===== src/rtl/irw_pkg.sv =====
package irw_pkg;
  typedef enum logic [1:0] {
    EDGE_OFF  = 2'd0,
    EDGE_FALL = 2'd1,
    EDGE_RISE = 2'd2,
    EDGE_ANY  = 2'd3
  } edge_mode_e;

  localparam int ST_TMO = 0;
  localparam int ST_OVR = 1;
  localparam int ST_BSY = 2;
  localparam int ST_SVC = 4;
  localparam int ST_W   = 5;
endpackage


===== src/rtl/irw_tick_gen.sv =====
module irw_tick_gen #(
  parameter int DIV_W = 16
) (
  input  logic             clk,
  input  logic             rst_n,
  input  logic             run,
  input  logic             restart,
  input  logic [DIV_W-1:0] div,
  output logic             tick
);
  logic [DIV_W-1:0] cnt;

  always_ff @(posedge clk) begin
    if (!rst_n)                cnt <= '0;
    else if (restart || !run)  cnt <= '0;
    else if (cnt == div)       cnt <= '0;
    else                       cnt <= cnt + 1'b1;
  end

  assign tick = run && (cnt == div);

  // a tick is followed by at least div idle clocks
  p_tick_gap_r2: assert property (@(posedge clk) disable iff (!rst_n)
    (tick && div != '0 && !restart) |=> (!tick || div == '0));
endmodule


===== src/rtl/irw_pulse_timer.sv =====
module irw_pulse_timer
  import irw_pkg::*;
#(
  parameter int TIMER_W = 18,
  parameter int DIV_W   = 16,
  localparam int CNT_W  = TIMER_W - 2,
  localparam int ENT_W  = CNT_W + 1
) (
  input  logic             clk,
  input  logic             rst_n,
  input  logic             rx_en,
  input  logic             env_in,
  input  logic [1:0]       edge_sel,
  input  logic             no_marker,
  input  logic [DIV_W-1:0] tick_div,
  output logic             push,
  output logic [ENT_W-1:0] push_data,
  output logic             wrap_evt,
  output logic             running
);
  logic             env_q, env_prev;
  logic             rise, fall, sel_hit, hit;
  logic             tick, carry, hi_full, overflow;
  logic [1:0]       lo;
  logic [CNT_W-1:0] hi, cap_hi;
  edge_mode_e       mode;

  always_ff @(posedge clk) begin
    if (!rst_n) begin
      env_q    <= 1'b0;
      env_prev <= 1'b0;
    end else begin
      env_q    <= env_in;
      env_prev <= env_q;
    end
  end

  assign rise = env_q & ~env_prev;
  assign fall = ~env_q & env_prev;
  assign mode = edge_mode_e'(edge_sel);

  always_comb begin
    unique case (mode)
      EDGE_OFF:  sel_hit = 1'b0;
      EDGE_FALL: sel_hit = fall;
      EDGE_RISE: sel_hit = rise;
      EDGE_ANY:  sel_hit = rise | fall;
      default:   sel_hit = 1'b0;
    endcase
  end

  assign hit = rx_en && sel_hit;

  irw_tick_gen #(.DIV_W(DIV_W)) u_tick (
    .clk     (clk),
    .rst_n   (rst_n),
    .run     (running),
    .restart (hit),
    .div     (tick_div),
    .tick    (tick)
  );

  assign carry    = tick && (lo == 2'd3);
  assign hi_full  = &hi;
  assign overflow = running && !hit && carry && hi_full;
  assign cap_hi   = (carry && !hi_full) ? hi + 1'b1 : hi;

  always_ff @(posedge clk) begin
    if (!rst_n || !rx_en) begin
      running <= 1'b0;
      lo      <= '0;
      hi      <= '0;
    end else if (hit) begin
      running <= 1'b1;
      lo      <= '0;
      hi      <= '0;
    end else if (overflow) begin
      running <= 1'b0;
      lo      <= '0;
      hi      <= '0;
    end else if (running && tick) begin
      lo <= lo + 1'b1;
      if (lo == 2'd3) hi <= hi + 1'b1;
    end
  end

  assign push      = (hit && running) || (overflow && !no_marker);
  assign push_data = overflow ? '1 : {env_prev, cap_hi};
  assign wrap_evt  = overflow;

  p_idle_off_r13: assert property (@(posedge clk) disable iff (!rst_n)
    !rx_en |=> (!running && hi == '0 && lo == '0));

  p_start_on_edge_r4: assert property (@(posedge clk) disable iff (!rst_n)
    $rose(running) |-> $past(hit));
endmodule


===== src/rtl/irw_rx_fifo.sv =====
module irw_rx_fifo #(
  parameter int W     = 17,
  parameter int DEPTH = 8,
  localparam int PTR_W = (DEPTH > 1) ? $clog2(DEPTH) : 1,
  localparam int CNT_W = $clog2(DEPTH + 1)
) (
  input  logic             clk,
  input  logic             rst_n,
  input  logic             en,
  input  logic             push,
  input  logic [W-1:0]     din,
  input  logic             pop,
  output logic [W-1:0]     dout,
  output logic [CNT_W-1:0] count,
  output logic             drop
);
  logic [W-1:0]     mem [DEPTH];
  logic [PTR_W-1:0] wr_ptr, rd_ptr;
  logic             wr_ok, rd_ok, full, empty;

  assign full  = (count == CNT_W'(DEPTH));
  assign empty = (count == '0);
  assign wr_ok = en && push && !full;
  assign rd_ok = en && pop && !empty;
  assign drop  = en && push && full;

  always_ff @(posedge clk) begin
    if (wr_ok) mem[wr_ptr] <= din;
  end

  always_ff @(posedge clk) begin
    if (!rst_n || !en) begin
      wr_ptr <= '0;
      rd_ptr <= '0;
      count  <= '0;
    end else begin
      if (wr_ok) wr_ptr <= (wr_ptr == PTR_W'(DEPTH - 1)) ? '0 : wr_ptr + 1'b1;
      if (rd_ok) rd_ptr <= (rd_ptr == PTR_W'(DEPTH - 1)) ? '0 : rd_ptr + 1'b1;
      case ({wr_ok, rd_ok})
        2'b10:   count <= count + 1'b1;
        2'b01:   count <= count - 1'b1;
        default: count <= count;
      endcase
    end
  end

  assign dout = mem[rd_ptr];

  p_depth_bound_r7: assert property (@(posedge clk) disable iff (!rst_n)
    count <= CNT_W'(DEPTH));

  p_empty_pop_r8: assert property (@(posedge clk) disable iff (!rst_n)
    (en && pop && empty) |=> (rd_ptr == $past(rd_ptr)));
endmodule


===== src/rtl/irw_capture.sv =====
module irw_capture
  import irw_pkg::*;
#(
  parameter int TIMER_W = 18,
  parameter int DIV_W   = 16,
  parameter int DEPTH   = 8
) (
  input  logic               clk,
  input  logic               rst_n,
  input  logic               env_in,
  input  logic               rx_en,
  input  logic               fifo_en,
  input  logic [1:0]         edge_sel,
  input  logic               wm_not_empty,
  input  logic               no_marker,
  input  logic [DIV_W-1:0]   tick_div,
  input  logic               ie_timeout,
  input  logic               ie_overrun,
  input  logic               ie_service,
  input  logic               rd_pop,
  output logic [TIMER_W-1:0] rd_word,
  output logic [4:0]         status,
  output logic               irq
);
  localparam int ENT_W = TIMER_W - 1;
  localparam int QC_W  = $clog2(DEPTH + 1);
  localparam int HALF  = DEPTH / 2;

  logic             push, wrap_evt, busy, drop, tmo, ovr, svc;
  logic [ENT_W-1:0] push_data, head;
  logic [QC_W-1:0]  qcount;

  irw_pulse_timer #(.TIMER_W(TIMER_W), .DIV_W(DIV_W)) u_timer (
    .clk       (clk),
    .rst_n     (rst_n),
    .rx_en     (rx_en),
    .env_in    (env_in),
    .edge_sel  (edge_sel),
    .no_marker (no_marker),
    .tick_div  (tick_div),
    .push      (push),
    .push_data (push_data),
    .wrap_evt  (wrap_evt),
    .running   (busy)
  );

  irw_rx_fifo #(.W(ENT_W), .DEPTH(DEPTH)) u_fifo (
    .clk   (clk),
    .rst_n (rst_n),
    .en    (fifo_en),
    .push  (push),
    .din   (push_data),
    .pop   (rd_pop),
    .dout  (head),
    .count (qcount),
    .drop  (drop)
  );

  always_ff @(posedge clk) begin
    if (!rst_n || !rx_en) tmo <= 1'b0;
    else if (wrap_evt)    tmo <= 1'b1;
  end

  always_ff @(posedge clk) begin
    if (!rst_n || !fifo_en) ovr <= 1'b0;
    else if (drop)          ovr <= 1'b1;
  end

  assign svc = wm_not_empty ? (qcount != '0) : (qcount >= QC_W'(HALF));

  always_comb begin
    status         = '0;
    status[ST_TMO] = tmo;
    status[ST_OVR] = ovr;
    status[ST_BSY] = busy;
    status[ST_SVC] = svc;
  end

  assign rd_word = (qcount != '0) ? {1'b1, head} : '0;
  assign irq     = (tmo & ie_timeout) | (ovr & ie_overrun) | (svc & ie_service);

  p_tmo_sticky_r10: assert property (@(posedge clk) disable iff (!rst_n)
    (tmo && rx_en) |=> tmo);

  p_ovr_sticky_r10: assert property (@(posedge clk) disable iff (!rst_n)
    (ovr && fifo_en) |=> ovr);

  p_ovr_cause_r7: assert property (@(posedge clk) disable iff (!rst_n)
    $rose(ovr) |-> $past(qcount == QC_W'(DEPTH)));
endmodule


===== config.mk =====
export PLATFORM = sky130hd
export DESIGN_NAME = irw_capture
export DESIGN_NICKNAME = d
export VERILOG_FILES = /design/src/rtl/irw_pkg.sv /design/src/rtl/irw_tick_gen.sv /design/src/rtl/irw_pulse_timer.sv /design/src/rtl/irw_rx_fifo.sv /design/src/rtl/irw_capture.sv
export SDC_FILE = /design/constraint.sdc
export NUM_CORES = 1
export LEC_CHECK = 0
export ABC_AREA = 1
export ABC_CLOCK_PERIOD_IN_PS = 10550
export CAP_MARGIN = 20
export CORE_UTILIZATION = 51
export CTS_CLUSTER_DIAMETER = 50
export DETAILED_ROUTE_END_ITERATION = 16
export PLACE_DENSITY = 0.8
export RECOVER_POWER = 25
export SLEW_MARGIN = 20
export SYNTH_ARGS = -nofsm -noshare
export SYNTH_HDL_FRONTEND = slang
export SYNTH_SLANG_ARGS = --single-unit

===== constraint.sdc =====
create_clock -name clk -period 10.55 [get_ports clk]
set_input_delay 2.11 -clock clk [delete_from_list [all_inputs] [get_ports clk]]
set_output_delay 2.11 -clock clk [all_outputs]
set_load 0.005 [all_outputs]

# After elaboration in Yosys (flattened, before gate mapping)
# Memory sizes are Yosys's and may differ from the RTL's. A register that Yosys moved wholly into a read port is not among the register bits.
# Index checks and enable logic that the tools add are counted.
[word_totals]
regBits = 49
mem_bits_rw = 136
inputBits = 29
elab_cells = 92
n_memories = 1
[op_classes]
add_sub_neg = 7
n_lt_le_gt_ge = 1
n_eq_ne = 10
mux = 14
bitwise = 11
n_reduce_logical = 37
[memory_table]
columns = ["name", "words", "word_bits", "rd", "rd_clocked_by_memory_dff", "wr", "line_no", "text"]
rows = [
  ["u_fifo.mem", 8, 17, 1, 1, 1, "irw_rx_fifo.sv:17", "logic [W-1:0] mem [DEPTH];"],
]
[ops]
columns = ["cell", "n"]
rows = [
  ["adder 16 x 1 -> 16 bit (second input constant)", 2],
  ["2-to-1 mux 18 bit", 1],
  ["2-to-1 mux 17 bit", 1],
  ["== test 16 bit", 1],
  ["2-to-1 mux 16 bit", 1],
  ["AND reduction 16 bit", 1],
  ["logical AND 1 bit", 15],
  ["2-to-1 mux 3 bit", 4],
  ["logical NOT 1 bit", 9],
  ["== test 2 bit (second input constant)", 4],
  ["case mux 4 bit (2 select lines)", 1],
  ["adder 3 x 1 -> 3 bit (second input constant)", 2],
  ["== test 3 bit (second input constant)", 2],
  ["OR reduction 3 bit", 2],
  ["AND 1 bit", 5],
  ["2-to-1 mux 1 bit", 5],
  ["adder 4 x 1 -> 4 bit (second input constant)", 1],
  ["== test 2 x 1 -> 1 bit (second input constant)", 2],
  ["== test 4 bit (second input constant)", 1],
  ["greater-or-equal comparator 4 x 3 -> 1 bit (second input constant)", 1],
  ["logical NOT 4 bit", 1],
  ["logical OR 1 bit", 4],
  ["case mux 1 bit (4 select lines)", 1],
  ["nonzero test 2 bit", 2],
  ["7 further kinds", 11],
]

# Logic depth before layout (Yosys ltp)
[logic_depth]
depth_word = 15
mapped_depth = 19
mapped_depth_nobuf = 18

# Modules after synthesis
# A second synthesis with hierarchy kept.
[hier_totals]
cells_unflattened = 962
hier_area_um2 = 9003.6
[by_module_without_submodules]
columns = ["module", "n_inst", "cells_per_inst", "area_per_inst_um2", "seq_area_each_um2"]
rows = [
  ["irw_rx_fifo", 1, 478, 5968.2, 4344.2],
  ["irw_pulse_timer", 1, 262, 1595.3, 420.4],
  ["irw_tick_gen", 1, 180, 1081.0, 320.3],
  ["irw_capture", 1, 42, 359.1, 40.0],
]

# Worst setup path after synthesis
# No wires, ideal clock.
[synth_timing]
path_kind = "input port to flip-flop"
startpoint = "input edge_sel[0]"
endpoint = "memory u_fifo.mem[6][0], enable pin"
setup_ns = 0.413
arrival_ns = 4.406
required_ns = 10.137
setup_slack_ns = 5.731
stages = 11
n_path_buf = 1
cell_sequence = "inv_1 nand2_1 nand2_1 o21ai_2 nand2_1 nor2_2 nand4_2 nand2_2 nand3_4 buf_6 nor3_1"
[synth_between]
elab_chain_len = 13
elab_cells_between_ends = 17
classes_between = "eq/ne (3); mux (3); reduce/logical (11)"
[synth_lines]
columns = ["element", "line_no", "text"]
rows = [
  ["from (decl)", "irw_capture.sv:13", "input logic [1:0] edge_sel,"],
  ["== test 2 bit (tied with other cells)", "irw_pulse_timer.sv:43", "unique case (mode)"],
  ["case mux 1 bit (4 select lines) (*)", "irw_pulse_timer.sv:43", ""],
  ["logical AND 1 bit (*)", "irw_pulse_timer.sv:52", "assign hit = rx_en && sel_hit;"],
  ["logical NOT 1 bit", "irw_pulse_timer.sv:65", "assign overflow = running && !hit && carry && hi_full;"],
  ["logical AND 1 bit (3 in series)", "irw_pulse_timer.sv:65", ""],
  ["logical AND 1 bit", "irw_pulse_timer.sv:87", "assign push = (hit && running) || (overflow && !no_marker);"],
  ["logical OR 1 bit (*)", "irw_pulse_timer.sv:87", ""],
  ["logical AND 1 bit (*) (2 in series)", "irw_rx_fifo.sv:23", "assign wr_ok = en && push && !full;"],
  ["2-to-1 mux 1 bit (*)", "irw_rx_fifo.sv:28", "if (wr_ok) mem[wr_ptr] <= din;"],
  ["2-to-1 mux 1 bit (not written as such) (*)", "irw_rx_fifo.sv:28", ""],
  ["to (decl)", "irw_rx_fifo.sv:17", ""],
]
# Mark *: on every way between the ends. The rest lies on a longest branch, timed or not.

# Worst setup path after layout
[layout_timing]
startpoint = "input tick_div[0]"
endpoint = "memory u_fifo.mem[5][15] (data pin)"
[layout_between]
elab_chain_len = 6
elab_cells_between_ends = 8
classes_between = "eq/ne (1); mux (2); reduce/logical (5)"
[layout_lines]
columns = ["element", "line_no", "text"]
rows = [
  ["from (decl)", "irw_capture.sv:16", "input logic [DIV_W-1:0] tick_div,"],
  ["== test 16 bit (*)", "irw_tick_gen.sv:20", "assign tick = run && (cnt == div);"],
  ["logical AND 1 bit (*)", "irw_tick_gen.sv:20", ""],
  ["logical AND 1 bit (*)", "irw_pulse_timer.sv:63", "assign carry = tick && (lo == 2'd3);"],
  ["logical AND 1 bit (on tied branches)", "irw_pulse_timer.sv:66, irw_pulse_timer.sv:65", ""],
  ["2-to-1 mux 16 bit or logical AND 1 bit (tied branches)", "irw_pulse_timer.sv:66, irw_pulse_timer.sv:65", ""],
  ["2-to-1 mux 17 bit (*)", "irw_pulse_timer.sv:88", "assign push_data = overflow ? '1 : {env_prev, cap_hi};"],
  ["named net push_data[15]", "irw_capture.sv:30", "logic [ENT_W-1:0] push_data, head;"],
]
# The timed path passes the listed nets; every way through them passes the cells marked *.

==> flow_metrics.py <==
metrics = {
    "status": {
        "run_status": "complete, no violations",
    },
    "floorplanning": {
        "fp.dieArea_mm2": 0.0171,
        "die_w_um": 131,
        "die_height_um": 131,
        "core_region_area_mm2": 0.0160,
        "floorplan.initialDensity": 0.528,
        "ioPinCount": 53,
        "std_cell_rows": 46,
    },
    "setup_path": {
        "stage_delay_of_the_slowest_cell_on_the_critical_path_ns": 0.92,
        "crit_path_max_fanout": 18,
        "worstPathArrival_ns": 6.05,
        "worstPathCellList": "dlygate4sd3_1 > inv_1 > nand2_1 > nand2_1 > nor2_1 > nand2_1 > nor2_2 > nand2_1 > nor2_1 > nand2_1 > nor2_1 > inv_1 > o21ai_0",
        "path_class": "primary input to flop",
        "timing.critical_path.to_type": "flop",
        "worst-endpoint-required_ns": 10.64,
        "critical_path_startpoint_category": "primary input",
        "critPathMostFrequentCell": "sky130_fd_sc_hd__nand2_1",
        "cpMaxStageDelayCell": "sky130_fd_sc_hd__o21ai_0",
    },
    "clock_tree": {
        "post-cts-setup-buffer-count": 0,
        "clk_pin_slew_worst_paths_ns": 0.07,
        "ctsResizeCount": 0,
        "clock_network_latency_to_the_later_pin_of_the_worst_skew_pair_ns": 0.44,
        "htree_levels": 4,
        "cts_tree": "yes",
        "cts_hold_buffers": 0,
        "ctsRootBufferMaster": "sky130_fd_sc_hd__clkbuf_16",
        "cts_buffer_depth": 2,
        "clock_buffers_created_by_tritoncts": 17,
        "clock_sinks": 188,
    },
    "sta": {
        "timing.final.setup_violations": 0,
        "slew_violations": 0,
        "timing.final.hold_violations": 0,
        "grt_setup_unrepaired": "false",
        "worst_pin_slew_ns": 1.10,
        "achievable-frequency_mhz": 168,
        "finalWorstPathRequiredPeriod_ns": 5.96,
        "final.period_utilization": 0.565,
        "slew_headroom": 0.259,
        "setup_total_negative_slack_ns": 0,
        "finalClockSkew_ns": 0.0138,
    },
    "logic_synthesis": {
        "syn-mean-instance-area_um2": 9.73,
        "synth_nets": 909,
        "netlist-cell-type-count": 41,
        "synth_enable_flop_cells": 136,
        "syn-cell-area_mm2": 0.00845,
        "ys_seq_elements": 188,
        "synth_flop_cell": "sky130_fd_sc_hd__edfxtp_1",
        "post_synth_inst_count": 868,
        "synth_sequential_area_ratio": 0.607,
        "ys_warn_count": 0,
        "synth_async_sr_flop_share": 0,
    },
    "finish": {
        "antennaDiodeCount": 0,
        "synthToLayoutAreaGrowth_pct": 13.8,
        "proportion_of_layout_cells_with_a_drive_suffix_above_1": 0.0715,
        "multi_input_gate_area_in_the_final_layout_mm2": 0.00281,
        "fillCellCount": 1335,
        "nets": 952,
        "ff_latch_area_mm2": 0.00513,
    },
    "placed_design": {
        "gpl.final_weighted_congestion": 0.828,
        "dp_hpwl_um": 10600,
        "port_buffers": 51,
    },
    "power_and_ir_drop": {
        "worst_ir_drop_vdd_v": 0.000115,
        "power.density_cell_area_mw_per_mm2": 144,
        "power_mw": 1.38,
        "standby_leakage_power_nw": 3.49,
    },
    "drt": {
        "mean_number_of_vias_per_cell": 5.37,
        "totalWireLength_um": 17600,
        "detail_route.wl_per_cell_um": 15.5,
        "initialDrtViolationCount": 605,
        "detailedRoute.firstPassIterationCount": 5,
        "detailroute.via_count": 6116,
        "remaining_drc_errors": 0,
        "ant_nets": 0,
    },
    "min_path": {
        "tightest_hold_check_type": "flop to flop",
    },
    "global_route": {
        "grt_start_max_net_pins": 70,
        "grt.total_usage": 0.220,
        "antenna_violations_before_repair": 0,
        "grt_pass1_vias": 5680,
        "grt_first_pass_wirelength_um": 28000,
        "congestion_overflow_gr": 0,
    },
    "flow_run": {
        "timing.max_cap.violations": 0,
    },
}
-- logic make-up after synthesis --
| kind of cell | Yosys count | share of synthesized area |
|---|---|---|
| adder cells (fa/ha/maj) | 12 | 0.0178 |
| flip-flops | 188 | 0.607 |
| AO/OA/AOI/OAI | 173 | 0.111 |
| XOR/XNOR | 24 | 0.0249 |
| buffers and inverters | 115 | 0.0567 |
| AND/OR/NAND/NOR | 355 | 0.182 |
| other | 1 | 0.000444 |
-- layer usage --
| layer | GRT usage | up-vias | wire length (um) |
|---|---|---|---|
| met4 | 0.0838 | 0 | 412 |
| met5 | 0 | - | 0 |
| li1 | - | 3014 | - |
| met1 | 0.283 | 2870 | 7570 |
| met3 | 0.0497 | 35 | 1040 |
| met2 | 0.363 | 197 | 8590 |
-- power by group --
| part | switching (mW) | internal, mW |
|---|---|---|
| logic | 0.0122 | 0.0136 |
| clock network | 0.273 | 0.301 |
| registers | 0.000597 | 0.782 |
-- flip-flops by register name, summed over array words and instances (netlist names), named ones only --
register,cells
u_timer.hi,16
u_timer.env_prev,1
ovr,1
u_timer.lo,2
u_fifo.rd_ptr,3
u_timer.u_tick.cnt,16
u_fifo.mem,136
u_fifo.wr_ptr,3
u_timer.running,1
tmo,1
u_timer.env_q,1
u_fifo.count,4
-- through the flow --
stage,hold slack [ns],area (um^2),std cells,utilization,setup slack [ns]
after floorplan,0.424,8450,868,-,5.73
after global routing,0.476,9610,1139,0.601,4.29
after CTS,0.459,9680,1139,0.605,5.08
final,0.460,9610,1139,0.601,4.59
after detailed placement,0.447,9160,1108,0.573,5.09
after global placement,0.441,9160,1108,0.573,5.11
-- cell type report --
class	count	area share
multi-input combinational	565	0.292
timing repair buffer	62	0.0617
inverter	77	0.0302
clock inverter	13	0.00964
clock buffer	18	0.0447
sequential	188	0.533
tap	216	0.0281
-- Yosys cell counts, types with 2 or more instances --
library cell,number,area share
sky130_fd_sc_hd__xnor2_1,2,0.0021
sky130_fd_sc_hd__inv_2,5,0.0022
sky130_fd_sc_hd__nand4_1,5,0.0037
sky130_fd_sc_hd__nor3_2,3,0.0036
sky130_fd_sc_hd__a31oi_1,17,0.013
sky130_fd_sc_hd__ha_1,12,0.018
sky130_fd_sc_hd__nand4_2,2,0.0030
sky130_fd_sc_hd__nand3b_1,4,0.0036
sky130_fd_sc_hd__nor3_1,10,0.0059
sky130_fd_sc_hd__dfxtp_1,52,0.12
sky130_fd_sc_hd__nor2_4,3,0.0040
sky130_fd_sc_hd__buf_6,3,0.0040
sky130_fd_sc_hd__o22ai_1,17,0.013
sky130_fd_sc_hd__nand2_4,2,0.0027
sky130_fd_sc_hd__nand3_1,17,0.010
sky130_fd_sc_hd__inv_1,71,0.032
sky130_fd_sc_hd__buf_4,6,0.0053
sky130_fd_sc_hd__o21ai_0,103,0.061
sky130_fd_sc_hd__buf_1,2,0.00089
sky130_fd_sc_hd__clkbuf_1,27,0.012
sky130_fd_sc_hd__edfxtp_1,136,0.48
sky130_fd_sc_hd__nor2_1,148,0.066
sky130_fd_sc_hd__a21oi_1,31,0.018
sky130_fd_sc_hd__nand2_2,2,0.0015
sky130_fd_sc_hd__nor2_2,4,0.0030
sky130_fd_sc_hd__xor2_1,22,0.023
sky130_fd_sc_hd__nand2_1,148,0.066
-- worst paths after layout --
check                                                       from                     endpoint  slack [ns]  cells past startpoint
worst max-delay path                                 tick_div[0]  u_fifo.mem[5][15]$_DFFE_PP_        4.59                     13
worst min register to register          u_timer.env_q$_SDFF_PN0_  u_timer.env_prev$_SDFF_PN0_        0.46                      2
worst max register to register  u_timer.u_tick.cnt[4]$_SDFF_PP0_  u_fifo.mem[5][15]$_DFFE_PP_        6.36                     12
worst min-delay path                    u_timer.env_q$_SDFF_PN0_  u_timer.env_prev$_SDFF_PN0_        0.46                      2
-- critical path: cells and delay by family --
kind,cells,cell delay [ns]
buf+inv,3,0.94
compound gates,1,0.92
simple gates,9,2.09
-- placed cells by master (no fill, tap or decap), types with 12 or more instances in the layout --
| cell | count |
|---|---|
| sky130_fd_sc_hd__edfxtp_1 | 136 |
| sky130_fd_sc_hd__a21oi_1 | 31 |
| sky130_fd_sc_hd__ha_1 | 12 |
| sky130_fd_sc_hd__clkdlybuf4s50_1 | 44 |
| sky130_fd_sc_hd__o22ai_1 | 17 |
| sky130_fd_sc_hd__nor2_1 | 151 |
| sky130_fd_sc_hd__nand3_1 | 18 |
| sky130_fd_sc_hd__dfxtp_1 | 51 |
| sky130_fd_sc_hd__xor2_1 | 22 |
| sky130_fd_sc_hd__o21ai_0 | 104 |
| sky130_fd_sc_hd__clkbuf_16 | 17 |
| sky130_fd_sc_hd__nand2_1 | 152 |
| sky130_fd_sc_hd__a31oi_1 | 17 |
| sky130_fd_sc_hd__inv_1 | 70 |
No activity file was read; power rests on OpenSTA's default activity.
